[src/rtl/psram_pkg.sv]
package psram_pkg;

  localparam int WORD_W = 16;

  typedef enum logic [2:0] {
    ST_IDLE,
    ST_SETUP,
    ST_WRITE,
    ST_RECOVER,
    ST_SUSPEND,
    ST_POWERDOWN,
    ST_WAKE
  } seqState_t;

  // strobes from sequencer to datapath
  typedef struct packed {
    logic load;     // capture a new active write
    logic usePend;  // active write comes from the held slot
    logic stash;    // store the request inputs in the held slot
    logic csOn;
    logic weOn;
    logic doeOn;
    logic ce2On;
  } ctlStrobe_t;

endpackage

[src/rtl/psram_seq_ctrl.sv]
module psram_seq_ctrl
  import psram_pkg::*;
#(
  parameter int SETUP_CYC = 2,
  parameter int PULSE_CYC = 3,
  parameter int RECOV_CYC = 2,
  parameter int CLK_MHZ   = 200
) (
  input  logic       clk,
  input  logic       rst_n,
  input  logic       wrReq,
  input  logic       sleepReq,
  input  logic       wakeReq,
  output logic       busy,
  output ctlStrobe_t strb
);

  localparam int SETUP_N = (SETUP_CYC < 1) ? 1 : SETUP_CYC;
  localparam int PULSE_N = (PULSE_CYC < 1) ? 1 : PULSE_CYC;
  localparam int RECOV_N = (RECOV_CYC < 1) ? 1 : RECOV_CYC;
  localparam int SUSP_N  = (CLK_MHZ < 2) ? 1 : (CLK_MHZ + 1) / 2;
  localparam int WAKE_N  = (CLK_MHZ < 1) ? 1 : 200 * CLK_MHZ;
  localparam int MAX_A   = (SETUP_N > PULSE_N) ? SETUP_N : PULSE_N;
  localparam int MAX_B   = (RECOV_N > SUSP_N) ? RECOV_N : SUSP_N;
  localparam int MAX_C   = (MAX_A > MAX_B) ? MAX_A : MAX_B;
  localparam int MAX_N   = (MAX_C > WAKE_N) ? MAX_C : WAKE_N;
  localparam int CNT_W   = $clog2(MAX_N + 1);

  seqState_t        state, nxtState;
  logic [CNT_W-1:0] cnt, nxtCnt;
  logic             pendValid, nxtPend;
  logic             doLoad, fromPend, doStash;
  logic             cntDone;

  assign cntDone = (cnt == '0);

  always_comb begin
    nxtState = state;
    nxtCnt   = cntDone ? cnt : cnt - 1'b1;
    doLoad   = 1'b0;
    fromPend = 1'b0;
    unique case (state)
      ST_IDLE: begin
        if (pendValid || wrReq) begin
          doLoad   = 1'b1;
          fromPend = pendValid;
          nxtState = ST_SETUP;
          nxtCnt   = CNT_W'(SETUP_N - 1);
        end else if (sleepReq) begin
          nxtState = ST_SUSPEND;
          nxtCnt   = CNT_W'(SUSP_N - 1);
        end
      end
      ST_SETUP: if (cntDone) begin
        nxtState = ST_WRITE;
        nxtCnt   = CNT_W'(PULSE_N - 1);
      end
      ST_WRITE: if (cntDone) begin
        nxtState = ST_RECOVER;
        nxtCnt   = CNT_W'(RECOV_N - 1);
      end
      ST_RECOVER: if (cntDone) nxtState = ST_IDLE;
      ST_SUSPEND: if (cntDone) nxtState = ST_POWERDOWN;
      ST_POWERDOWN: if (wakeReq) begin
        nxtState = ST_WAKE;
        nxtCnt   = CNT_W'(WAKE_N - 1);
      end
      ST_WAKE: if (cntDone) nxtState = ST_IDLE;
      default: nxtState = ST_IDLE;
    endcase
  end

  // a request that is not launched directly goes to the held slot
  assign doStash = wrReq && !((state == ST_IDLE) && !pendValid);

  always_comb begin
    nxtPend = pendValid;
    if (doStash) nxtPend = 1'b1;
    else if (doLoad && fromPend) nxtPend = 1'b0;
  end

  always_ff @(posedge clk or negedge rst_n) begin
    if (!rst_n) begin
      state     <= ST_WAKE;
      cnt       <= CNT_W'(WAKE_N - 1);
      pendValid <= 1'b0;
    end else begin
      state     <= nxtState;
      cnt       <= nxtCnt;
      pendValid <= nxtPend;
    end
  end

  assign busy         = (state != ST_IDLE);
  assign strb.load    = doLoad;
  assign strb.usePend = fromPend;
  assign strb.stash   = doStash;
  assign strb.csOn    = (state == ST_SETUP) || (state == ST_WRITE);
  assign strb.weOn    = (state == ST_WRITE);
  assign strb.doeOn   = (state == ST_WRITE) || (state == ST_RECOVER);
  assign strb.ce2On   = !((state == ST_SUSPEND) || (state == ST_POWERDOWN));

endmodule

[src/rtl/psram_wr_dpath.sv]
module psram_wr_dpath
  import psram_pkg::*;
#(
  parameter int ADDR_W = 20
) (
  input  logic              clk,
  input  logic              rst_n,
  input  ctlStrobe_t        strb,
  input  logic [ADDR_W-1:0] wrAddr,
  input  logic [WORD_W-1:0] wrData,
  input  logic [1:0]        wrBe,
  output logic              memCsN,
  output logic              memCe2,
  output logic              memWeN,
  output logic              memUbN,
  output logic              memLbN,
  output logic [ADDR_W-1:0] memAddr,
  output logic [WORD_W-1:0] memDout,
  output logic              memDoe
);

  logic [ADDR_W-1:0] pendAddr, actAddr;
  logic [WORD_W-1:0] pendData, actData;
  logic [1:0]        pendBe, actBe;

  always_ff @(posedge clk or negedge rst_n) begin
    if (!rst_n) begin
      pendAddr <= '0;
      pendData <= '0;
      pendBe   <= '0;
      actAddr  <= '0;
      actData  <= '0;
      actBe    <= '0;
    end else begin
      if (strb.stash) begin
        pendAddr <= wrAddr;
        pendData <= wrData;
        pendBe   <= wrBe;
      end
      if (strb.load) begin
        actAddr <= strb.usePend ? pendAddr : wrAddr;
        actData <= strb.usePend ? pendData : wrData;
        actBe   <= strb.usePend ? pendBe : wrBe;
      end
    end
  end

  // pins are registered so the memory sees glitch-free edges
  always_ff @(posedge clk or negedge rst_n) begin
    if (!rst_n) begin
      memCsN <= 1'b1;
      memWeN <= 1'b1;
      memUbN <= 1'b1;
      memLbN <= 1'b1;
      memCe2 <= 1'b1;
      memDoe <= 1'b0;
    end else begin
      memCsN <= !strb.csOn;
      memWeN <= !strb.weOn;
      memUbN <= !(strb.weOn && actBe[1]);
      memLbN <= !(strb.weOn && actBe[0]);
      memCe2 <= strb.ce2On;
      memDoe <= strb.doeOn;
    end
  end

  assign memAddr = actAddr;
  assign memDout = actData;

endmodule

[src/rtl/psram_wr_ctrl.sv]
module psram_wr_ctrl
  import psram_pkg::*;
#(
  parameter int ADDR_W    = 20,
  parameter int SETUP_CYC = 2,
  parameter int PULSE_CYC = 3,
  parameter int RECOV_CYC = 2,
  parameter int CLK_MHZ   = 200
) (
  input  logic              clk,
  input  logic              rst_n,
  input  logic              wrReq,
  input  logic [ADDR_W-1:0] wrAddr,
  input  logic [15:0]       wrData,
  input  logic [1:0]        wrBe,
  input  logic              sleepReq,
  input  logic              wakeReq,
  output logic              busy,
  output logic              memCsN,
  output logic              memCe2,
  output logic              memWeN,
  output logic              memUbN,
  output logic              memLbN,
  output logic [ADDR_W-1:0] memAddr,
  output logic [15:0]       memDout,
  output logic              memDoe
);

  ctlStrobe_t strb;

  psram_seq_ctrl #(
    .SETUP_CYC(SETUP_CYC),
    .PULSE_CYC(PULSE_CYC),
    .RECOV_CYC(RECOV_CYC),
    .CLK_MHZ  (CLK_MHZ)
  ) u_ctrl (
    .clk     (clk),
    .rst_n   (rst_n),
    .wrReq   (wrReq),
    .sleepReq(sleepReq),
    .wakeReq (wakeReq),
    .busy    (busy),
    .strb    (strb)
  );

  psram_wr_dpath #(
    .ADDR_W(ADDR_W)
  ) u_dpath (
    .clk    (clk),
    .rst_n  (rst_n),
    .strb   (strb),
    .wrAddr (wrAddr),
    .wrData (wrData),
    .wrBe   (wrBe),
    .memCsN (memCsN),
    .memCe2 (memCe2),
    .memWeN (memWeN),
    .memUbN (memUbN),
    .memLbN (memLbN),
    .memAddr(memAddr),
    .memDout(memDout),
    .memDoe (memDoe)
  );

endmodule

[config.mk]
export PLATFORM = sky130hd
export DESIGN_NAME = psram_wr_ctrl
export DESIGN_NICKNAME = d
export VERILOG_FILES = /design/src/rtl/psram_pkg.sv /design/src/rtl/psram_seq_ctrl.sv /design/src/rtl/psram_wr_dpath.sv /design/src/rtl/psram_wr_ctrl.sv
export SDC_FILE = /design/constraint.sdc
export NUM_CORES = 1
export LEC_CHECK = 0
export BUFFER_PORTS_ARGS = -buffer_cell sky130_fd_sc_hd__buf_2
export CAP_MARGIN = 15
export CORE_MARGIN = 2
export CORE_UTILIZATION = 55
export CTS_BUF_LIST = sky130_fd_sc_hd__clkbuf_16
export DETAILED_ROUTE_END_ITERATION = 6
export PLACE_DENSITY = 0.91
export SLEW_MARGIN = 20
export SYNTH_ARGS = -nofsm -noshare
export SYNTH_HDL_FRONTEND = slang
export SYNTH_HIERARCHICAL = 1
export SYNTH_SLANG_ARGS = --single-unit
export TNS_END_PERCENT = 5
[constraint.sdc]
create_clock -name clk -period 2.6 [get_ports clk]
set_clock_uncertainty 0.1 [all_clocks]
set_input_delay 0.52 -clock clk [delete_from_list [all_inputs] [get_ports clk]]
set_output_delay 0.52 -clock clk [all_outputs]
set_load 0.05 [all_outputs]
* Yosys cells after proc, flatten, opt, wreduce, memory -nomap -nowiden
Cells that the tools add are included.
** Operators by class
- Add/subtract/negate cells :: 1
- Eq/ne operators :: 12
- Muxes and demuxes :: 24
- Reductions and logical operators :: 22
** Operators with widths (number)
- 16-bit two-way mux :: 7
- 16-bit case mux with 4 select lines :: 1
- 3-bit two-way mux :: 7
- 20-bit two-way mux :: 1
- 3-bit case mux with 6 select lines :: 1
- 16-bit logical NOT :: 1
- 16-bit by 1-bit subtractor with 16-bit output (second input constant) :: 1
- 3-bit == test (second input constant) :: 3
- 1-bit logical NOT :: 7
- 3-bit by 2-bit == test with 1-bit output (second input constant) :: 2
- 1-bit two-way mux :: 6
- 2-bit by 1-bit inequality test with 1-bit output (second input constant) :: 3
- 6-bit AND reduction :: 1
- 1-bit logical AND :: 5
- 1-bit logical OR :: 4
- 2-bit inequality test (second input constant) :: 2
- 3-bit by 1-bit == test with 1-bit output (second input constant) :: 1
- 3-bit logical NOT :: 1
- 3-bit by 2-bit inequality test with 1-bit output (second input constant) :: 1
- 3-bit nonzero test :: 1
- 2-bit two-way mux :: 1
- 2-bit nonzero test :: 1
- 2-bit OR reduction :: 1
** Word-level totals
- Flip-flop bits (word level) :: 102
- Bits of input ports :: 43
- Output and inout port bits :: 43
- Logic and storage cells :: 74

* Depth between registers and ports, before layout
Gate-level depths: netlist (run 1).
- Depth in word-level cells :: 6
- Mapped depth :: 11
- Depth with buffers taken out :: 11

* Modules after synthesis
The synthesis (run 1) kept the hierarchy.
** Modules (own cells, without submodules)
- psram_wr_dpath :: times used 1, cells each 254, area an instance 3344.5 µm², seq. area each 2058.2 µm²
- psram_seq_ctrl :: times used 1, cells each 154, area an instance 1437.6 µm², seq. area each 515.5 µm²

* Worst setup path before layout (run 1)
OpenSTA, ideal clock, no wires.
- Kind :: flip-flop to flip-flop
- From :: register u_ctrl.state[1]
- To :: register u_dpath.pendAddr[0]
- Library setup time :: 0.127 ns
- Arrival :: 1.900 ns
- Required time :: 2.373 ns
- Path slack :: 0.473 ns
- Cell stages (with the launch flop) :: 9
- Buffers on the path :: 3
- Clock period less this slack :: 2.127 ns
- Cells stage by stage :: dfstp_2 -> or2_1 -> nor2_4 -> inv_2 -> o21a_1 -> buf_4 -> buf_4 -> buf_6 -> mux2_1
** On the way
- Word-level cells in the longest chain between the ends :: 4
** RTL lines
- start, declared :: RTL line psram_seq_ctrl.sv:29 : seqState_t state, nxtState;
- start signal, assigned :: RTL line psram_seq_ctrl.sv:88 : state <= nxtState;
- 3-bit logical NOT :: RTL line psram_seq_ctrl.sv:74 : assign doStash = wrReq && !((state == ST_IDLE) && !pendValid);
- 1-bit logical AND :: RTL line psram_seq_ctrl.sv:74
- 1-bit logical NOT :: RTL line psram_seq_ctrl.sv:74
- 1-bit logical AND :: RTL line psram_seq_ctrl.sv:74
- named net u_ctrl.doStash :: RTL line psram_seq_ctrl.sv:32 : logic doLoad, fromPend, doStash;
- end signal, assigned :: RTL line psram_wr_dpath.sv:36 : pendAddr <= wrAddr;
- end, declared :: RTL line psram_wr_dpath.sv:22 : logic [ADDR_W-1:0] pendAddr, actAddr;
The timed path passes the listed nets, and every way through them passes these cells.
A chain may end at the register's enable or synchronous reset.

* Final worst setup path (run 1)
- From :: register u_ctrl.cnt[0]
- To :: register u_ctrl.cnt[0]
** On the way
- Word-level cells in the longest chain between the ends :: 5
- Elaborated cells between the ends (all ways) :: 9
- Classes of those cells :: 1 x add/sub; 7 x mux; 1 x reduce/logical
** RTL lines
- start, declared :: RTL line psram_seq_ctrl.sv:30 : logic [CNT_W-1:0] cnt, nxtCnt;
- start signal, assigned :: RTL line psram_seq_ctrl.sv:85 : cnt <= CNT_W'(WAKE_N - 1);
- start signal, assigned :: RTL line psram_seq_ctrl.sv:89 : cnt <= nxtCnt;
- 16-bit by 1-bit subtractor with 16-bit output / 16-bit logical NOT (equally long branches) :: RTL line psram_seq_ctrl.sv:39, psram_seq_ctrl.sv:35
- 16-bit two-way mux :: RTL line psram_seq_ctrl.sv:39 : nxtCnt = cntDone ? cnt : cnt - 1'b1;
- 16-bit two-way mux :: RTL line psram_seq_ctrl.sv:49 : end else if (sleepReq) begin
- 16-bit two-way mux :: RTL line psram_seq_ctrl.sv:44 : if (pendValid || wrReq) begin
- 16-bit case mux with 4 select lines (*) :: RTL line psram_seq_ctrl.sv:42 : unique case (state)
- named net u_ctrl.nxtCnt[0] :: RTL line psram_seq_ctrl.sv:30
The timed path passes the listed nets; every way through them passes the cells marked *.

==> qor.csv, run 1 <==
stage;metric;value;unit
die;die_x;97.25;um
die;io_pins;86;
logic_synthesis;synth_edf_count;0;
clock_network;path_clk_slew;0.07;ns
clock_network;post_cts_buffers;0;
power_and_ir_drop;irDropWorstVdd;0.6703;mV
cells_and_area;fin_cells;600;
cells_and_area;regArea;2574;um2
cells_and_area;final_nets;534;
route;drtIter0Drc;202;
die;core-area;8593;um2
logic_synthesis;synthArstFlopShare;100.0;%
route;wire_per_inst;17.15;um
cells_and_area;area_delta_synth_final;17.24;%
logic_synthesis;ys_seq_area_share;53.82;%
hold_path;hold_class;input port to asynchronous set/reset pin;
flow_run;drv_cap;0;
global_routing;grt_pass1_vias;3488;
die;die_h;97.25;um
route;vias_per_cell;5.755;
power_and_ir_drop;power.leakage;2.415;nW
logic_synthesis;netlist_instances;408;
logic_synthesis;synth_seq_cells;102;
die;dieArea;9457;um2
route;drc;0;
timing;rsz0062_at_grt;false;
global_routing;grt_max_degree;45;
power_and_ir_drop;cellPowerDensity;1143;nW/um2
logic_synthesis;synth_top_flop_cell;dfrtp_1;
clock_network;root_buffer;clkbuf_16;
placed_design;portBuffers;85;
global_routing;grt-ovfl-total;0;
clock_network;clk_path_buf_depth;2;
cells_and_area;stdcell_area;5607;um2
logic_synthesis;avgSynthCellArea;11.72;um2
clock_network;htreeDepth;3;
timing;hold_violations;0;
die;start_util;55.65;%
die;placementRows;34;
global_routing;grt_pass1_wl;17.12;mm
logic_synthesis;syn_area;4782;um2
timing;timing.final.crit_share;93.77;%
placed_design;place_congestion;0.8881;
logic_synthesis;yosys.area.top_type_share;44.48;%
setup_path;crit_arrival;2.60;ns
logic_synthesis;synth_nets;455;
cells_and_area;fill_cells;636;
timing;holdWs;0.04420;ns
setup_path;path_max_fanout;5;
cells_and_area;multiInputGateArea;2011;um2
timing;setup_violations;0;
timing;slew_viol_final;0;
clock_network;cts_resized;0;
clock_network;clk_latency;0.34;ns
setup_path;crit_required;2.76;ns
timing;fin_crit;2.438;ns
route;dr.pass1.iters;6;
timing;fin_tns_setup;0;ns
placed_design;dp.cells;584;
timing;tightest_slew;0.5010;ns
setup_path;cp-end-kind;flop;
logic_synthesis;ys_types;56;
setup_path;r2r-start;u_ctrl/cnt[0];
logic_synthesis;synth_area_leader_cell;dfrtp_1;
cells_and_area;drive_gt1_share;31.30;%
route;via_count;3453;
timing;relSlewSlack;66.34;%
clock_network;cts_tree;yes;
route;routed_wl;10.29;mm
status;outcome;complete, no violations;
setup_path;reg2reg_to;u_ctrl/cnt[0];
global_routing;grtUsageTotal;22.68;%
setup_path;reg2regPathDepth;10;
setup_path;worstSetupPathType;flop to flop;
placed_design;dpl_cell_area;5293;um2
setup_path;r2r_slack;0.16;ns
global_routing;antenna_found_initial;0;
placed_design;dpl.hpwl;6.890;mm
clock_network;cts_hold_buffers;0;
clock_network;cts_inserted_buffers;9;
logic_synthesis;yosys-top-cells-area;dfrtp_1 (44%), dfstp_2 (9.3%), mux2i_1 (8.6%), mux2_1 (6.6%), a21oi_1 (5.3%);
logic_synthesis;ys.warnings.count;6;
clock_network;clkSinkCount;102;
route;antenna_left;0;
timing;fmax;410.2;MHz
setup_path;cp-start-kind;flop;
cells_and_area;num_antenna_cells;0;
[cells in the mapped netlist, types with 2 or more instances]
library cell and n:
a21o_1 2, a21oi_1 51, a21oi_2 2, a22oi_1 3, and2_1 3, and4b_1 2
buf_1 2, buf_12 2, buf_2 7, buf_4 6, buf_6 3, clkbuf_1 3
dfrtp_1 85, dfstp_2 17, ha_1 4, inv_1 7, mux2_1 28, mux2_2 10
mux2i_1 41, nand2_1 9, nand3_1 7, nand4b_1 3, nor2_1 57, nor2b_1 3
nor3_1 3, nor4_2 2, nor4_4 2, o21ai_0 6, o21ai_1 2, o22ai_1 2
xnor2_1 3, xor2_1 7
[cell type report]
type                       instances  share of cell area, %
clock buffer                       9                  4.017
multi-input combinational        274                  35.86
timing repair buffer              92                  9.685
tap                              108                  2.410
clock inverter                     7                  1.584
sequential                       102                  45.90
inverter                           8                 0.5356
[critical path, stage by stage, from the launching register on]
cell and delay, ns:
dfstp_2 0.39, inv_1 0.14, ha_1 0.18, nor4b_4 0.30, and2_2 0.26, and3_4 0.21, inv_1 0.07, ha_1 0.32
o21ai_0 0.10, o21ai_0 0.20, nand2_1 0.08
[metrics by stage]
stage | setup WS [ns] | power [mW] | utilization, %
after floorplan | 0.4729 | 4.331 | -
after global placement | 0.4324 | 4.851 | 61.59
after detailed placement | 0.2270 | 4.974 | 61.59
after CTS | 0.1905 | 6.418 | 65.24
after global routing | 0.01349 | 6.708 | 65.24
final | 0.1619 | 6.410 | 65.24
[state kept, by name, summed over array words and instances (netlist names)]
signal,cells
u_ctrl/cnt,16
u_ctrl/pendValid,1
u_ctrl/state,3
u_dpath/actBe,2
u_dpath/memAddr,20
u_dpath/memCe2,1
u_dpath/memCsN,1
u_dpath/memDoe,1
u_dpath/memDout,16
u_dpath/memLbN,1
u_dpath/memUbN,1
u_dpath/memWeN,1
u_dpath/pendAddr,20
u_dpath/pendBe,2
u_dpath/pendData,16
[worst max path at each step]
stage,slack (ns),endpoint,cells after the start,startpoint
2_1_floorplan,0.47,u_dpath/pendAddr[0],8,u_ctrl/state[1]
3_3_place_gp,0.43,u_ctrl/cnt[0],10,u_ctrl/cnt[0]
3_5_place_dp,0.23,u_ctrl/cnt[0],10,u_ctrl/cnt[0]
4_1_cts,0.19,busy,4,u_ctrl/state[1]
5_1_grt,0.01,u_ctrl/cnt[0],10,u_ctrl/cnt[0]
6_report,0.16,u_ctrl/cnt[0],10,u_ctrl/cnt[0]
[metal layers]
metal / up-vias / GRT usage (%) / wire length, um
met1: 1702 / 27.30 / 4153
met5: - / 0 / 0
li1: 1595 / - / -
met4: 0 / 8.654 / 306
met3: 30 / 4.964 / 488
met2: 126 / 39.96 / 5340
[report_power, final]
group	switching (mW)	leakage, nW	total, mW	internal [mW]
combinational	1.78	1.07	2.47	0.687
clock	0.561	0.158	1.40	0.838
sequential	0.394	1.19	2.54	2.15
[cells in the final DEF, fill, tap and decap left out, types with 3 or more instances in the layout]
master      n
mux2i_1    41
xor2_1      7
clkbuf_16   9
dfstp_2    17
nand2_1     9
nor2_1     56
nor2b_1     3
buf_2      84
a21oi_1    51
xnor2_1     3
a22oi_1     3
inv_1       9
o21ai_0     6
dfrtp_1    85
nand3_1     7
buf_12      5
ha_1        4
buf_4       3
nand4b_1    3
nor3_1      3
mux2_1     28
mux2_2     10
[cells by family after synthesis]
group | Yosys count | synth area share (%)
buffers and inverters | 32 | 4.343
and+or+nand+nor | 103 | 11.91
AOI/OAI and AO/OA | 77 | 9.289
xor gates and xnor gates | 10 | 1.832
DFF | 102 | 53.82
muxes | 79 | 17.53
adders and majority gates | 5 | 1.282
No activity file was read; power rests on OpenSTA's default activity.
==> inputs of run 2 (changes only) <==
--- a/config.mk
+++ b/config.mk
@@ -5,7 +5,7 @@
 export SDC_FILE = /design/constraint.sdc
 export NUM_CORES = 1
 export LEC_CHECK = 0
-export BUFFER_PORTS_ARGS = -buffer_cell sky130_fd_sc_hd__buf_2
+export BUFFER_PORTS_ARGS = -buffer_cell sky130_fd_sc_hd__buf_4
 export CAP_MARGIN = 15
 export CORE_MARGIN = 2
 export CORE_UTILIZATION = 55
==> qor.csv, run 2 (synthesized netlist as in run 1, its figures left out) <==
stage;metric;value;unit
die;dieArea;9457;um2
die;core-area;8593;um2
timing;fin_tns_setup;0;ns
setup_path;critPathTopFamily;simple AND/OR/NAND/NOR gates;
clock_network;post_cts_buffers;0;
hold_path;hold_class;input port to asynchronous set/reset pin;
route;antenna_left;0;
die;die_h;97.25;um
flow_run;drv_cap;0;
setup_path;cp-end-kind;flop;
die;io_pins;86;
cells_and_area;final_nets;533;
timing;relSlewSlack;51.72;%
setup_path;cp_num_buf_inv;2;
route;dr.pass1.iters;5;
placed_design;place_congestion;0.8619;
route;routed_wl;10.21;mm
clock_network;cts_inserted_buffers;9;
clock_network;cts_resized;0;
global_routing;grt_pass1_wl;16.64;mm
placed_design;portBuffers;85;
die;placementRows;34;
global_routing;grtUsageTotal;21.96;%
global_routing;grt_pass1_vias;3388;
power_and_ir_drop;cellPowerDensity;1116;nW/um2
timing;fin_crit;2.365;ns
clock_network;cts_tree;yes;
global_routing;antenna_found_initial;0;
cells_and_area;area_delta_synth_final;20.38;%
clock_network;root_buffer;clkbuf_16;
setup_path;slowest_delay;0.40;ns
timing;fmax;422.9;MHz
setup_path;path_cells;inv_1 > ha_1 > nor4b_4 > and2_2 > and3_4 > inv_1 > ha_1 > o21ai_0 > o21ai_0 > nand2_1;
route;wire_per_inst;17.05;um
route;via_count;3404;
cells_and_area;num_antenna_cells;0;
route;drc;0;
power_and_ir_drop;irDropWorstVdd;0.6757;mV
clock_network;clk_latency;0.34;ns
clock_network;clk_path_buf_depth;2;
timing;rsz0062_at_grt;false;
setup_path;slowest_stage;dfstp_2;
die;start_util;55.65;%
power_and_ir_drop;finalPower;6.422;mW
clock_network;htreeDepth;3;
cells_and_area;drive_gt1_share;31.36;%
power_and_ir_drop;power.leakage;2.455;nW
global_routing;grt-ovfl-total;0;
cells_and_area;fill_cells;607;
setup_path;cp-start-kind;flop;
setup_path;crit_arrival;2.54;ns
route;vias_per_cell;5.683;
clock_network;cts_hold_buffers;0;
cells_and_area;layout_common_cells;buf_4 (87), dfrtp_1 (85), nor2_1 (56);
global_routing;grt_max_degree;79;
status;outcome;complete, no violations;
clock_network;path_clk_slew;0.07;ns
setup_path;worstSetupPathType;flop to flop;
timing;setup_violations;0;
timing;tightest_slew;0.7243;ns
setup_path;crit_required;2.78;ns
placed_design;dpl.hpwl;6.814;mm
cells_and_area;final_common_cell;buf_4;
timing;slew_viol_final;0;
timing;hold_violations;0;
route;drtIter0Drc;192;
timing;timing.final.crit_share;90.95;%
clock_network;clkSinkCount;102;
setup_path;path_max_fanout;5;
die;die_x;97.25;um
## run 2: where the power goes
group | internal (mW) | switching [mW] | leakage [nW]
clock network | 0.652 | 0.594 | 0.131
logic | 0.875 | 1.76 | 1.14
registers | 2.15 | 0.391 | 1.19
total | 3.67 | 2.75 | 2.46
## run 2: cell type report
type	instances	area, um2	share of cell area, %
clock buffers	9	225.2	3.912
inverters	8	30.03	0.5216
multi-input cells	274	2011	34.93
flip-flops and latches	102	2574	44.71
repair buffers	91	733.2	12.74
well taps	108	135.1	2.347
clock inverters	7	48.80	0.8476
## run 2: worst paths after layout
path / cells past startpoint / slack (ns) / startpoint / to
setup reg to reg: 10 / 0.24 / u_ctrl/cnt[0] / u_ctrl/cnt[0]
max in group asynchronous: 2 / 1.62 / rst_n / u_dpath/pendAddr[9]
hold reg to reg: 1 / 0.30 / u_dpath/actBe[1] / u_dpath/memUbN
min in group clk: 2 / 0.30 / wrData[14] / u_dpath/pendData[14]
hold / removal: 1 / 0.13 / rst_n / u_dpath/memDout[7]
setup / recovery: 10 / 0.24 / u_ctrl/cnt[0] / u_ctrl/cnt[0]
## run 2: through the flow
step           instances  setup slack (ns)  utilization (%)  cell area, um2  hold slack [ns]
2_1_floorplan        408            0.4729                -            4782           0.1244
3_3_place_gp         583            0.4306            63.80            5483           0.2985
3_5_place_dp         583            0.2830            63.80            5483           0.2844
4_1_cts              599            0.2408            66.99            5757           0.1622
5_1_grt              599            0.1401            66.99            5757           0.1862
6_report             599            0.2353            66.99            5757           0.1307
## run 2: metal layers
layer | up-vias | global-route usage, % | routed length, um
met3 | 24 | 5.252 | 513
met2 | 122 | 37.82 | 5276
met5 | - | 0 | 0
met1 | 1670 | 27.19 | 4189
met4 | 0 | 7.799 | 235
li1 | 1588 | - | -
